==> src/rtl/csel_pkg.sv <==
package csel_pkg;

    // Per-bit results prepared for both possible local carries
    typedef struct packed {
        logic s_lo;   // sum bit if the incoming carry is 0
        logic s_hi;   // sum bit if the incoming carry is 1
        logic k_lo;   // carry out if the incoming carry is 0
        logic k_hi;   // carry out if the incoming carry is 1
    } cell_out_t;

    typedef enum logic {
        OP_ADD = 1'b0,
        OP_SUB = 1'b1
    } op_e;

    // Operand B as seen by the cell: inverted when subtracting
    function automatic logic cond_invert(input logic bit_in, input op_e op);
        return (op == OP_SUB) ? ~bit_in : bit_in;
    endfunction

endpackage

==> src/rtl/csel_cell.sv <==
module csel_cell
    import csel_pkg::*;
(
    input  logic      a_i,
    input  logic      b_i,
    input  op_e       op,
    output cell_out_t res
);
    logic b_eff;

    always_comb begin
        b_eff     = cond_invert(b_i, op);
        // Four two-input functions of a_i and b_eff
        res.s_lo  = a_i ^ b_eff;
        res.s_hi  = ~(a_i ^ b_eff);
        res.k_lo  = a_i & b_eff;
        res.k_hi  = a_i | b_eff;
    end
endmodule

==> src/rtl/csel_chain.sv <==
module csel_chain
    import csel_pkg::*;
#(
    parameter int W = 8
) (
    input  logic [W-1:0] a,
    input  logic [W-1:0] b,
    input  op_e          op,
    output logic [W:0]   ch0,
    output logic [W:0]   ch1,
    output logic [W-1:0] s_lo,
    output logic [W-1:0] s_hi
);
    cell_out_t cells [W];

    assign ch0[0] = 1'b0;
    assign ch1[0] = 1'b1;

    for (genvar i = 0; i < W; i++) begin : g_bit
        csel_cell u_cell (
            .a_i (a[i]),
            .b_i (b[i]),
            .op  (op),
            .res (cells[i])
        );
        assign s_lo[i]  = cells[i].s_lo;
        assign s_hi[i]  = cells[i].s_hi;
        assign ch0[i+1] = ch0[i] ? cells[i].k_hi : cells[i].k_lo;
        assign ch1[i+1] = ch1[i] ? cells[i].k_hi : cells[i].k_lo;
    end
endmodule

==> src/rtl/csel_select.sv <==
module csel_select #(
    parameter int W = 8
) (
    input  logic [W:0]   ch0,
    input  logic [W:0]   ch1,
    input  logic [W-1:0] s_lo,
    input  logic [W-1:0] s_hi,
    input  logic         cin,
    output logic [W-1:0] sum,
    output logic         cout
);
    logic [W:0] csel;

    for (genvar i = 0; i <= W; i++) begin : g_sel
        assign csel[i] = cin ? ch1[i] : ch0[i];
    end

    for (genvar i = 0; i < W; i++) begin : g_sum
        assign sum[i] = csel[i] ? s_hi[i] : s_lo[i];
    end

    assign cout = csel[W];
endmodule

==> src/rtl/csel_out_reg.sv <==
module csel_out_reg #(
    parameter int W = 8
) (
    input  logic         clk,
    input  logic         clr,
    input  logic         en,
    input  logic [W-1:0] d,
    output logic [W-1:0] q
);
    always_ff @(posedge clk) begin
        if (clr)     q <= '0;
        else if (en) q <= d;
    end

    // load on enable
    p_load_r6: assert property (@(posedge clk) disable iff (clr)
        en |=> q == $past(d))
        else $error("p_load_r6");

    // hold when disabled
    p_hold_r7: assert property (@(posedge clk) disable iff (clr)
        !en |=> $stable(q))
        else $error("p_hold_r7");

    // clear wins, checked one cycle after it is seen
    logic clr_seen;
    always_ff @(posedge clk) begin
        clr_seen <= clr;
        if (clr_seen == 1'b1) begin
            p_clear_r8: assert (q == '0) else $error("p_clear_r8");
        end
    end
endmodule

==> src/rtl/csel_addsub_slice.sv <==
module csel_addsub_slice
    import csel_pkg::*;
#(
    parameter int W = 8
) (
    input  logic         clk,
    input  logic         clr,
    input  logic         en,
    input  logic         sub,
    input  logic         cin,
    input  logic [W-1:0] a,
    input  logic [W-1:0] b,
    output logic [W-1:0] sum_comb,
    output logic [W-1:0] sum_reg,
    output logic         cout
);
    localparam int WX = W + 1;

    op_e          op;
    logic [W:0]   ch0;
    logic [W:0]   ch1;
    logic [W-1:0] s_lo;
    logic [W-1:0] s_hi;

    assign op = sub ? OP_SUB : OP_ADD;

    csel_chain #(.W(W)) u_chain (
        .a    (a),
        .b    (b),
        .op   (op),
        .ch0  (ch0),
        .ch1  (ch1),
        .s_lo (s_lo),
        .s_hi (s_hi)
    );

    csel_select #(.W(W)) u_sel (
        .ch0  (ch0),
        .ch1  (ch1),
        .s_lo (s_lo),
        .s_hi (s_hi),
        .cin  (cin),
        .sum  (sum_comb),
        .cout (cout)
    );

    csel_out_reg #(.W(W)) u_reg (
        .clk (clk),
        .clr (clr),
        .en  (en),
        .d   (sum_comb),
        .q   (sum_reg)
    );

    // addition
    p_add_r1: assert property (@(posedge clk) disable iff (clr)
        !sub |-> {cout, sum_comb} == ({1'b0, a} + {1'b0, b} + WX'(cin)))
        else $error("p_add_r1");

    // subtraction with carry-in set
    p_sub_r2: assert property (@(posedge clk) disable iff (clr)
        (sub && cin) |-> (sum_comb == W'(a - b)) && (cout == (a >= b)))
        else $error("p_sub_r2");

    // subtraction with carry-in clear
    p_subnc_r3: assert property (@(posedge clk) disable iff (clr)
        (sub && !cin) |-> {cout, sum_comb} == ({1'b0, a} + {1'b0, ~b}))
        else $error("p_subnc_r3");

    // carry-1 chain dominates carry-0 chain
    p_chain_order_r4: assert property (@(posedge clk) disable iff (clr)
        (ch0 & ~ch1) == '0)
        else $error("p_chain_order_r4");
endmodule

==> config.mk <==
export PLATFORM = sky130hd
export DESIGN_NAME = csel_addsub_slice
export DESIGN_NICKNAME = d
export VERILOG_FILES = /design/src/rtl/csel_pkg.sv /design/src/rtl/csel_cell.sv /design/src/rtl/csel_chain.sv /design/src/rtl/csel_select.sv /design/src/rtl/csel_out_reg.sv /design/src/rtl/csel_addsub_slice.sv
export SDC_FILE = /design/constraint.sdc
export NUM_CORES = 1
export LEC_CHECK = 0
export ABC_AREA = 1
export BUFFER_PORTS_ARGS = -buffer_cell sky130_fd_sc_hd__buf_2
export CAP_MARGIN = 20
export CORE_ASPECT_RATIO = 0.6
export CORE_MARGIN = 3
export CORE_UTILIZATION = 25
export CTS_CLUSTER_DIAMETER = 150
export CTS_CLUSTER_SIZE = 30
export DETAILED_ROUTE_END_ITERATION = 6
export GPL_TIMING_DRIVEN = 0
export MAX_ROUTING_LAYER = met4
export SLEW_MARGIN = 15
export SYNTH_ARGS = -nofsm -noshare
export SYNTH_HDL_FRONTEND = slang
export SYNTH_HIERARCHICAL = 1
export SYNTH_SLANG_ARGS = --single-unit
export TNS_END_PERCENT = 50
==> constraint.sdc <==
create_clock -name clk -period 4.1 [get_ports clk]
set_input_delay 1.23 -clock clk [delete_from_list [all_inputs] [get_ports clk]]
set_output_delay 1.23 -clock clk [all_outputs]
set_load 0.02 [all_outputs]
* Word level (Yosys, flattened, before mapping)
Cells that the tools add are included.
Widths: inputs -> output; s select.
** Word-level totals
- Register bits after elaboration :: 8
- ROM bits :: 0
- Input port bits :: 21
- Latch bits :: 0
- Memory bits (writable) :: 0
- Memories :: 0
** Operators by class
- Bitwise logic cells :: 40
- Mux-type cells :: 40
- Shift operators :: 0
- Eq/ne operators :: 0
- Add/sub/neg operators :: 0
- Reduce and logical (&&, ||, !) cells :: 0
- Magnitude comparators :: 0
- Multipliers :: 0
- Divide/modulo/power cells :: 0
** Operators with widths (number)
- $mux 1 :: 40
- $not 1->1 :: 16
- $and 1x1->1 :: 8
- $or 1x1->1 :: 8
- $xor 1x1->1 :: 8

* Depth between registers and ports, before layout
Gate-level depths: netlist (run 1).
- Depth after elaboration :: 11
- Gate-level depth with buffers :: 24
- Gate-level depth less buffers :: 24

* Modules after synthesis
Netlist (run 1), hierarchy kept.
** By module, submodules not included
- csel_cell :: cells an instance 13, times used 8, area each 66.3 µm², sequential area each 0.0 µm²
- csel_chain :: cells an instance 78, times used 1, area each 400.4 µm², sequential area each 0.0 µm²
- csel_select :: cells an instance 79, times used 1, area each 361.6 µm², sequential area each 0.0 µm²
- csel_out_reg :: cells an instance 51, times used 1, area each 341.6 µm², sequential area each 160.2 µm²

* Worst setup path after synthesis (run 1)
No wires, ideal clock.
- Path type :: input-to-output
- From :: input port b[0]
- To :: output port sum_comb[7]
- Data required time :: 2870 ps
- Buffers on the path :: 0
- Stages on the path :: 17
- Path slack :: 169 ps
- Data arrival time :: 2701 ps
- Cell sequence :: inv_1 nand2_1 nand2_1 ha_1 inv_1 nand2_1 nand3_1 nand3_2 nand3_1 nand3_2 nand2_2 nand2_1 nand2_1 inv_1 nand2_1 nand3_1 nand2_1
** On the way
- Longest elaborated chain between the ends :: 11
- Elaborated cells on any way between the ends :: 18
- Classes of those cells :: mux (15); bitwise (3)
** RTL lines
- start, declared :: RTL line csel_addsub_slice.sv:12 : input logic [W-1:0] b,
- $not 1->1 :: RTL line csel_pkg.sv:18 : return (op == OP_SUB) ? ~bit_in : bit_in;
- $mux 1 * :: RTL line csel_pkg.sv:18
- $or 1x1->1 * :: RTL line csel_cell.sv:17 : res.k_hi = a_i | b_eff;
- via ch1[1] :: RTL line csel_addsub_slice.sv:21 : logic [W:0] ch1;
- $mux 1 * (5 in series) :: RTL line csel_chain.sv:29 : assign ch1[i+1] = ch1[i] ? cells[i].k_hi : cells[i].k_lo;
- via ch1[6] :: RTL line csel_addsub_slice.sv:21
- $mux 1 * :: RTL line csel_chain.sv:29
- via ch1[7] :: RTL line csel_addsub_slice.sv:21
- $mux 1 * :: RTL line csel_select.sv:15 : assign csel[i] = cin ? ch1[i] : ch0[i];
- $mux 1 * :: RTL line csel_select.sv:19 : assign sum[i] = csel[i] ? s_hi[i] : s_lo[i];
- end, declared :: RTL line csel_addsub_slice.sv:13 : output logic [W-1:0] sum_comb,
Mark *: on every way through the listed nets, which the timed path passes. The rest lies on a longest branch.

* Worst setup path after layout (run 1)
- From :: input port sub
- To :: output port cout
** On the way
- Longest elaborated chain between the ends :: 11
- Elaborated cells on any way between the ends :: 40
- Classes of those cells :: mux (24); bitwise (16)
** RTL lines
- start, declared :: RTL line csel_addsub_slice.sv:9 : input logic sub,
- $mux 1 :: RTL line csel_addsub_slice.sv:25 : assign op = sub ? OP_SUB : OP_ADD;
- $mux 1 :: RTL line csel_pkg.sv:18
- $and 1x1->1 :: RTL line csel_cell.sv:16 : res.k_lo = a_i & b_eff;
- via ch0[1] :: RTL line csel_addsub_slice.sv:20 : logic [W:0] ch0;
- $mux 1 (3 in series) :: RTL line csel_chain.sv:28 : assign ch0[i+1] = ch0[i] ? cells[i].k_hi : cells[i].k_lo;
- via ch0[4] :: RTL line csel_addsub_slice.sv:20
- $mux 1 (2 in series) :: RTL line csel_chain.sv:28
- via ch0[6] :: RTL line csel_addsub_slice.sv:20
- $mux 1 (2 in series) :: RTL line csel_chain.sv:28
- via ch0[8] :: RTL line csel_addsub_slice.sv:20
- $mux 1 :: RTL line csel_select.sv:15
- end, declared :: RTL line csel_addsub_slice.sv:15 : output logic cout
The timed path passes the listed nets, and every way through them passes these cells.

==> results of run 1 <==
[logic make-up (layout without fill, tap and decap cells)]
group,count (synthesis),count (layout),synth area share [%]
simple gates,201,201,54.9
buf+inv,85,141,22.6
fa+ha+maj,16,16,12.3
flops,8,8,9.80
other cells,2,2,0.460
[worst max-delay path, cell delays in order]
cell and delay (ns):
buf_16 0.12, inv_4 0.05, nand2_2 0.04, nand2_2 0.07, ha_4 0.20, buf_4 0.13
nand2_2 0.06, nand3_4 0.07, nand3_4 0.10, nand2_4 0.10, nand2_4 0.06, nand3_4 0.10
nand2_4 0.07, buf_6 0.12, nand2_4 0.04, nand3_2 0.06, nand2_1 0.07, nand2_1 0.04
nand2_1 0.07, buf_6 0.12
[per-stage QoR]
step                area [µm²]  hold slack [ns]  setup TNS [ns]  utilization (%)  std cells
floorplan                 1630            0.544               0                -        312
global placement          1910            0.456           -2.19             30.8        431
detailed placement        1910            0.464           -2.50             30.8        431
CTS                       2390            0.470          -0.156             38.4        449
global route              2590            0.482          -0.607             41.7        452
finish                    2590            0.469          -0.116             41.7        452
[layout by cell type (no fill, tap or decap), types with 10 or more instances in the layout]
cell,count
buf_2,28
nor2_1,15
nand3_2,10
nand2_4,15
nand2_1,97
nand3_1,26
inv_1,62
buf_4,19
nand3_4,12
nand2_2,23
[worst paths after layout]
kind                                               from                       to  slack, ns  cells past startpoint
worst max-delay path                                sub                     cout      -0.05                     20
worst min-delay path            u_reg/q[4]$_SDFFE_PP0P_  u_reg/q[4]$_SDFFE_PP0P_       0.47                      2
worst max register to register  u_reg/q[6]$_SDFFE_PP0P_  u_reg/q[6]$_SDFFE_PP0P_       3.53                      2
worst min register to register  u_reg/q[4]$_SDFFE_PP0P_  u_reg/q[4]$_SDFFE_PP0P_       0.47                      2
[repair_timing]
item | 4_1_cts | 5_1_grt
setup endpoints to repair | 6 | 5
cloned | 2 | 0
pin swaps | 28 | 22
buffers inserted | 13 | 3
resized for setup | 79 | 37
[final cells by class]
cell class              instances  area share, %
clock buffers                   3           1.59
flip-flops and latches          8           6.17
plain buffers                   7           2.75
well taps                      84           4.05
multi-input cells             219           57.3
inverters                      78           12.2
repair buffers                 53           16.0
[where the power goes]
part	switching [µW]	internal [µW]	leakage [µW]
logic	238	174	0.00145
registers	3.25	86.0	0.0000665
clock network	30.3	63.5	0.0000216
total	271	323	0.00154
[layer usage]
metal / wire, µm / global-route usage [%] / vias to the layer above
li1: - / - / 1034
met1: 2510 / 18.9 / 867
met2: 2400 / 24.5 / 45
met3: 215 / 2.33 / 5
met4: 33 / 1.38 / 0
met5: 0 / - / -
==> flow_summary.json, run 1 <==
{
  "die_x_um": 110,
  "p_leak_uw": 0.00154,
  "synth_top_flop_cell": "dfxtp_1",
  "ys_seq_elements": 8,
  "cts_hold_buf": 0,
  "hold_violations": 0,
  "die_h_um": 68.6,
  "crit_arrival_ns": 2.92,
  "route.detailed.drc": 0,
  "drv_slew": 0,
  "vias": 1951,
  "clock_latency_ns": 0.23,
  "n_antenna_cell": 0,
  "rsz0062_at_grt": "yes",
  "violations": "negative setup slack",
  "cts_tree": "yes",
  "drtPass1Iterations": 4,
  "ios": 38,
  "drt_wl_total_um": 5160,
  "portBuffers": 35,
  "worstHoldPathType": "flip-flop to flip-flop",
  "dp_hpwl_um": 3520,
  "maxCapViolCount": 0,
  "netlist_area_um2": 1630,
  "antenna_found_initial": 0,
  "top_register": "u_reg/q",
  "drtAntennaViolNets": 0,
  "cts_max_path_buffers": 2,
  "grt_max_degree": 13,
  "initial_core_util_pct": 26.3,
  "synth_common_cells": "nand2_1, inv_1, nand3_1, nand2_2, ha_1",
  "synth.distinct_cells": 15,
  "synth_area_leaders": "nand2_1, inv_1, nand3_1",
  "fin_worst_skew_ns": 0,
  "nFillCells": 682,
  "coreArea_um2": 6220,
  "syn_nets": 349,
  "rows": 22,
  "synth_top_area_share_pct": 26.9,
  "dpl_worst_slack_ns": -0.626,
  "track_usage_pct": 14.4,
  "yosysWarnings": 6,
  "fin_crit_ns": 4.15,
  "reg_top3": "u_reg/q: 8 flops",
  "synth_area_per_cell_um2": 5.24,
  "power_uw": 594,
  "synth_most_common_cell": "nand2_1",
  "clk_pin_slew_worst_paths_ns": 0.04,
  "path_max_fanout": 6,
  "globalRouteOverflowTotal": 0,
  "finalNetCount": 407,
  "synth_edf_count": 0,
  "path_class": "primary input to output port",
  "finalWorstSetupSlack_ns": -0.0497,
  "cts_buffers": 3,
  "vias_per_cell": 4.32,
  "register_area_um2": 160,
  "multi_input_area_um2": 1490,
  "synth_top_area_cell": "nand2_1",
  "die-area_um2": 7570,
  "h-tree-depth": 1,
  "cp-end-kind": "output port",
  "setup_violations": 3,
  "synth_cells": 312,
  "synthArstFlopShare_pct": 0,
  "grt_pass1_vias": 1912,
  "layout-drive-gt1-share_pct": 40.5,
  "ir_drop_v": 0.0000984,
  "grt_pass1_wl_um": 8380,
  "avgRoutedWirePerCell_um": 11.4,
  "seq_area_frac_synth_pct": 9.80,
  "largest_reg_flops": 8,
  "fmax_ghz": 0.241,
  "gp_congestion": 0.807,
  "cp.required_ns": 2.87,
  "cp-start-kind": "primary input",
  "cts_root_buf": "clkbuf_8",
  "powerDensity_nw_per_um2": 229,
  "final.period_utilization_pct": 101,
  "drtIter0Drc": 66,
  "area_delta_synth_final_pct": 58.7,
  "cts_sinks": 8,
  "outcome": "finished, violations left"
}
(Power assumes the default switching activity.)
==> inputs of run 2 (changes only) <==
Settings changed: SLEW_MARGIN 15 to 20.
Clock period 4.1 ns to 3.9 ns, I/O delays scaled along.
==> flow_summary.json, run 2 (synthesis results as in run 1) <==
{
  "outcome": "finished, violations left",
  "violations": "negative setup slack",
  "rows": 22,
  "nFillCells": 684,
  "finalWorstSetupSlack_ns": -0.138,
  "critPathBufInv": 5,
  "crit_chain": "buf_16 -> inv_4 -> nand2_2 -> nand2_2 -> ha_4 -> buf_4 -> nand2_2 -> nand3_4 -> nand3_4 -> nand2_4 -> nand2_4 -> nand3_4 -> nand2_4 -> buf_6 -> nand2_4 -> nand3_2 -> nand2_1 -> nand2_1 -> nand2_1 -> buf_6",
  "fin_worst_skew_ns": 0,
  "cpMostUsedCell": "nand2_4",
  "vias": 1947,
  "dp_hpwl_um": 3520,
  "gp_congestion": 0.807,
  "power_switching_uw": 286,
  "switching_share_pct": 45.3,
  "cpMaxStageDelayCell": "ha_4",
  "max_stage_delay_ns": 0.20,
  "fin_crit_ns": 4.04,
  "setup_violations": 4,
  "layout_common_cells": "nand2_1, inv_1, buf_2",
  "final_util_pct": 42.0,
  "hold_violations": 0,
  "die_h_um": 68.6,
  "reg_top3": "u_reg/q: 8 flops",
  "portBuffers": 35,
  "h-tree-depth": 1,
  "largest_reg_flops": 8,
  "crit_cells": 20,
  "highest_layer": "met4",
  "grt_max_degree": 13,
  "reg2reg_depth": 2,
  "cp-start-kind": "primary input",
  "path_max_fanout": 6,
  "globalRouteOverflowTotal": 0,
  "whs_ns": 0.469,
  "cellInternalPower_uw": 345,
  "drv_slew": 0,
  "fmax_ghz": 0.248,
  "clk_pin_slew_worst_paths_ns": 0.04,
  "ios": 38,
  "powerDensity_nw_per_um2": 242,
  "track_usage_pct": 14.4,
  "coreArea_um2": 6220,
  "drt_wl_total_um": 5160,
  "drt-met1-wl_um": 2540,
  "grt_pass1_wl_um": 8360,
  "maxCapViolCount": 0,
  "cts_root_buf": "clkbuf_8",
  "place_area_um2": 1910,
  "avgRoutedWirePerCell_um": 11.4,
  "p_leak_uw": 0.00155,
  "cp-end-kind": "output port",
  "crit_arrival_ns": 2.87,
  "route.detailed.drc": 0,
  "grt_pass1_vias": 1894,
  "layout-drive-gt1-share_pct": 41.1,
  "clkPwrFrac_pct": 15.6,
  "die_x_um": 110,
  "met3_length_um": 192,
  "final.period_utilization_pct": 104,
  "die-area_um2": 7570,
  "cts_tree": "yes",
  "top_register": "u_reg/q",
  "dpl_worst_slack_ns": -0.706,
  "area_delta_synth_final_pct": 59.8,
  "worstHoldPathType": "flip-flop to flip-flop",
  "met2_wirelength_um": 2410,
  "ir_drop_v": 0.000103,
  "cp.required_ns": 2.73,
  "drtAntennaViolNets": 0,
  "antenna_found_initial": 0,
  "vias_per_cell": 4.29,
  "finalInstanceArea_um2": 2610,
  "combPwrFrac_pct": 69.5,
  "cts_buffers": 3,
  "clock_latency_ns": 0.23,
  "cts_sinks": 8,
  "crit_family": "simple AND/OR/NAND/NOR gates",
  "drtIter0Drc": 64,
  "rsz0062_at_grt": "yes",
  "whs_path_depth": 2,
  "pwr-share-seq_pct": 14.9,
  "final_common_cell": "nand2_1",
  "n_antenna_cell": 0,
  "finalNetCount": 409,
  "initial_core_util_pct": 26.3,
  "drtPass1Iterations": 4,
  "cts_max_path_buffers": 2,
  "path_class": "primary input to output port"
}
run 2: metal layers:
metal,vias up,GRT usage [%]
met5,-,-
met4,0,0.614
met3,2,2.23
met2,35,24.7
met1,874,19.0
li1,1036,-
run 2: through the flow:
step                      setup TNS, ns  std cells  power [µW]
after detailed placement          -3.04        431         397
final                            -0.484        454         632
after global placement            -2.71        431         392
after floorplan                       0        312         315
after CTS                        -0.443        450         584
after global routing              -1.08        454         689
run 2: tightest hold or removal path: stages (launching register included):
cell and delay [ns]:
dfxtp_1 0.30, nor2_1 0.08, nor2_1 0.05
run 2: repair_timing:
item                                    4_1_cts  5_1_grt
resized for setup                            81       36
endpoints found under the setup margin        7        5
endpoints found under the hold margin         0        0
hold buffers                                  0        0
pin swaps                                    30       22
gates cloned                                  2        0
setup buffers                                14        4
run 2: worst paths after layout:
kind                      startpoint                       to  slack (ns)
max reg2reg  u_reg/q[6]$_SDFFE_PP0P_  u_reg/q[6]$_SDFFE_PP0P_        3.33
min          u_reg/q[4]$_SDFFE_PP0P_  u_reg/q[4]$_SDFFE_PP0P_        0.47
min reg2reg  u_reg/q[4]$_SDFFE_PP0P_  u_reg/q[4]$_SDFFE_PP0P_        0.47
max                              sub                     cout       -0.14
run 2: area by class of cell:
cell class	count	area, µm²	area share (%)
plain buffers	7	71.3	2.73
clock buffers	3	41.3	1.58
inverters	78	315	12.1
multi-input cells	219	1490	57.0
flip-flops and latches	8	160	6.13
well taps	84	105	4.02
repair buffers	55	430	16.5
run 2: power groups by stage:
stage               Clock (µW)  Combinational [µW]  Sequential (µW)
floorplan                    0                 209              106
global placement             0                 297             95.1
detailed placement           0                 302             95.4
CTS                       99.5                 390             94.1
global route               104                 490             95.1
finish                    98.6                 439             93.9
==> inputs of run 3 (changes only) <==
--- a/config.mk
+++ b/config.mk
@@ -7,3 +7,3 @@
 export LEC_CHECK = 0
-export ABC_AREA = 1
+export ABC_AREA = 0
 export BUFFER_PORTS_ARGS = -buffer_cell sky130_fd_sc_hd__buf_2
==> constraint.sdc (replaced) <==
create_clock -name clk -period 3.9 [get_ports clk]
set_input_delay 0.585 -clock clk [delete_from_list [all_inputs] [get_ports clk]]
set_output_delay 0.585 -clock clk [all_outputs]
set_load 0.02 [all_outputs]
==> flow_summary.json, run 3 <==
{
  "synthXorXnorAreaFrac_pct": 11.5,
  "synth_compound_area_share_pct": 3.48,
  "dpl_worst_slack_ns": -0.777,
  "cellInternalPower_uw": 313,
  "grtUsageMet1_pct": 14.0,
  "powerDensity_nw_per_um2": 305,
  "synthArstFlopShare_pct": 0,
  "synth-simple-area-share_pct": 6.45,
  "multi_input_area_um2": 976,
  "clkPwrFrac_pct": 19.1,
  "syn_nets": 177,
  "dp_hpwl_um": 2280,
  "final.period_utilization_pct": 104,
  "synth_cells": 140,
  "synth_top_area_cell": "mux2i_1",
  "die-area_um2": 5790,
  "yosysWarnings": 6,
  "drt_wl_total_um": 2840,
  "netlist_area_um2": 1220,
  "grt_use_met2_pct": 17.8,
  "grt_pass1_wl_um": 4750,
  "initial_core_util_pct": 26.4,
  "p_leak_uw": 0.000900,
  "rsz0062_at_grt": "yes",
  "area_delta_synth_final_pct": 36.7,
  "vias": 1032,
  "die_h_um": 60.2,
  "ys_seq_elements": 8,
  "antenna_found_initial": 0,
  "cts_sinks": 8,
  "synth_top_flop_cell": "dfxtp_1",
  "synth_most_common_cell": "inv_1",
  "power_switching_uw": 197,
  "fin_worst_skew_ns": 0,
  "cp-start-kind": "primary input",
  "synth_edf_count": 0,
  "drtAntennaViolNets": 0,
  "largest_reg_flops": 8,
  "violations": "negative setup slack",
  "clk_pin_slew_worst_paths_ns": 0.04,
  "track_usage_pct": 10.9,
  "dp_cells": 237,
  "path_max_fanout": 6,
  "globalRouteOverflowTotal": 0,
  "h-tree-depth": 1,
  "seq_area_frac_synth_pct": 13.1,
  "gp_congestion": 0.750,
  "synth_adder_area_share_pct": 16.4,
  "grt_max_degree": 10,
  "finalWorstSetupSlack_ns": -0.164,
  "switching_share_pct": 38.7,
  "nFillCells": 498,
  "fmax_ghz": 0.246,
  "drtIter0Drc": 35,
  "crit_chain": "buf_16 -> xnor2_4 -> ha_2 -> inv_2 -> mux2_4 -> mux2i_4 -> mux2i_2 -> mux2i_2 -> mux2_4 -> mux2_4 -> mux2i_1 -> mux2_4 -> buf_6",
  "outcome": "finished, violations left",
  "synth_area_leaders": "mux2i_1, ha_1, dfxtp_1",
  "max_stage_delay_ns": 0.34,
  "portBuffers": 34,
  "cts_hold_buf": 0,
  "pwr-share-seq_pct": 19.2,
  "cts_max_path_buffers": 2,
  "finalNetCount": 223,
  "synth_common_cells": "inv_1, mux2i_1, ha_1, nor2_1",
  "vias_per_cell": 4.18,
  "setup_violations": 1,
  "grt.busiest_layer": "met2",
  "cts_buffers": 3,
  "fin_crit_ns": 4.06,
  "final_common_cell": "buf_2",
  "ir_drop_v": 0.000192,
  "maxCapViolCount": 0,
  "synth_top_family_by_area": "multiplexers",
  "reg_top3": "u_reg/q: 8 flops",
  "synth_top_area_share_pct": 18.0,
  "top_register": "u_reg/q",
  "die_x_um": 96.3,
  "drv_slew": 0,
  "cts_root_buf": "clkbuf_8",
  "cp-end-kind": "output port",
  "clock_latency_ns": 0.22,
  "combPwrFrac_pct": 61.7,
  "coreArea_um2": 4640,
  "n_antenna_cell": 0,
  "path_class": "primary input to output port",
  "register_area_um2": 160,
  "synth_mux_area_share_pct": 35.9,
  "use_met3_pct": 3.52,
  "rows": 19,
  "ios": 38,
  "cts_tree": "yes",
  "crit_arrival_ns": 3.48,
  "hold_violations": 0,
  "layout_common_cells": "buf_2, inv_1, mux2i_1",
  "route.detailed.drc": 0,
  "reg2reg_setup_slack_ns": 3.29,
  "layout-drive-gt1-share_pct": 37.5,
  "synth.distinct_cells": 22,
  "cp.required_ns": 3.31,
  "grt_pass1_vias": 1060,
  "synth_area_per_cell_um2": 8.73,
  "drtPass1Iterations": 3,
  "cpMaxStageDelayCell": "mux2_4",
  "final_cells": 247,
  "cpMostUsedCell": "mux2_4",
  "avgRoutedWirePerCell_um": 11.5,
  "worstHoldPathType": "flip-flop to flip-flop",
  "whs_ns": 0.488
}
## run 3: cell types whose count changed after synthesis, moves of 5 or more
cell,delta
mux2_4,+6
nand3_2,-6
mux2i_1,+22
nor2_1,-5
nand2_2,-20
nand2_1,-115
mux2_1,+8
inv_1,-45
xor2_1,+8
xnor2_1,+8
nand3_1,-38
## run 3: final cells by class
cell class	count	area share, %
plain buffers	5	2.47
multi-input cells	97	58.4
flip-flops and latches	8	9.58
repair buffers	41	15.6
well taps	63	4.72
clock buffers	3	2.47
inverters	30	6.74
## run 3: logic make-up (layout without fill, tap and decap cells)
family	after synthesis	in the layout
mux	39	39
buf+inv	35	79
simple gates	18	18
fa+ha+maj	16	16
xor+xnor	16	16
flops	8	8
compound gates	6	6
other cells	2	2
## run 3: final timing paths
kind                                start                       to  cells past startpoint
hold / removal    u_reg/q[0]$_SDFFE_PP0P_  u_reg/q[0]$_SDFFE_PP0P_                      2
setup / recovery                      sub              sum_comb[7]                     13
setup reg to reg  u_reg/q[7]$_SDFFE_PP0P_  u_reg/q[7]$_SDFFE_PP0P_                      2
hold reg to reg   u_reg/q[0]$_SDFFE_PP0P_  u_reg/q[0]$_SDFFE_PP0P_                      2
## run 3: through the flow
step / util (%) / instance area (µm²) / TNS (ns) / total power (µW)
final: 36.1 / 1670 / -0.164 / 510
after detailed placement: 31.7 / 1470 / -2.10 / 376
after CTS: 35.6 / 1650 / -0.192 / 514
after floorplan: - / 1220 / 0 / 299
after global routing: 36.1 / 1670 / -0.287 / 556
after global placement: 31.7 / 1470 / -1.90 / 372
## run 3: routing by layer
layer	wire length (µm)	part of all wire (%)
met4	0	0
met1	1430	50
met2	1220	43
met5	0	0
met3	190	6.7
## run 3: critical path: cells and delay by family
kind       cells  cell delay (ns)
buf+inv        3             0.31
fa+ha+maj      1             0.17
mux            8             2.28
xor+xnor       1             0.11
## run 3: repair_timing
item,4_1_cts,5_1_grt
endpoints found under the setup margin,5,2
setup buffers,6,1
gates resized for setup,22,2
pin swaps,3,3
## run 3: power groups by stage
stage / logic [µW] / clock network (µW) / registers [µW]
6_report: 314 / 97.5 / 97.9
5_1_grt: 348 / 109 / 99.0
4_1_cts: 313 / 102 / 98.2
3_5_place_dp: 277 / 0 / 99.2
3_3_place_gp: 273 / 0 / 99.2
2_1_floorplan: 187 / 0 / 111
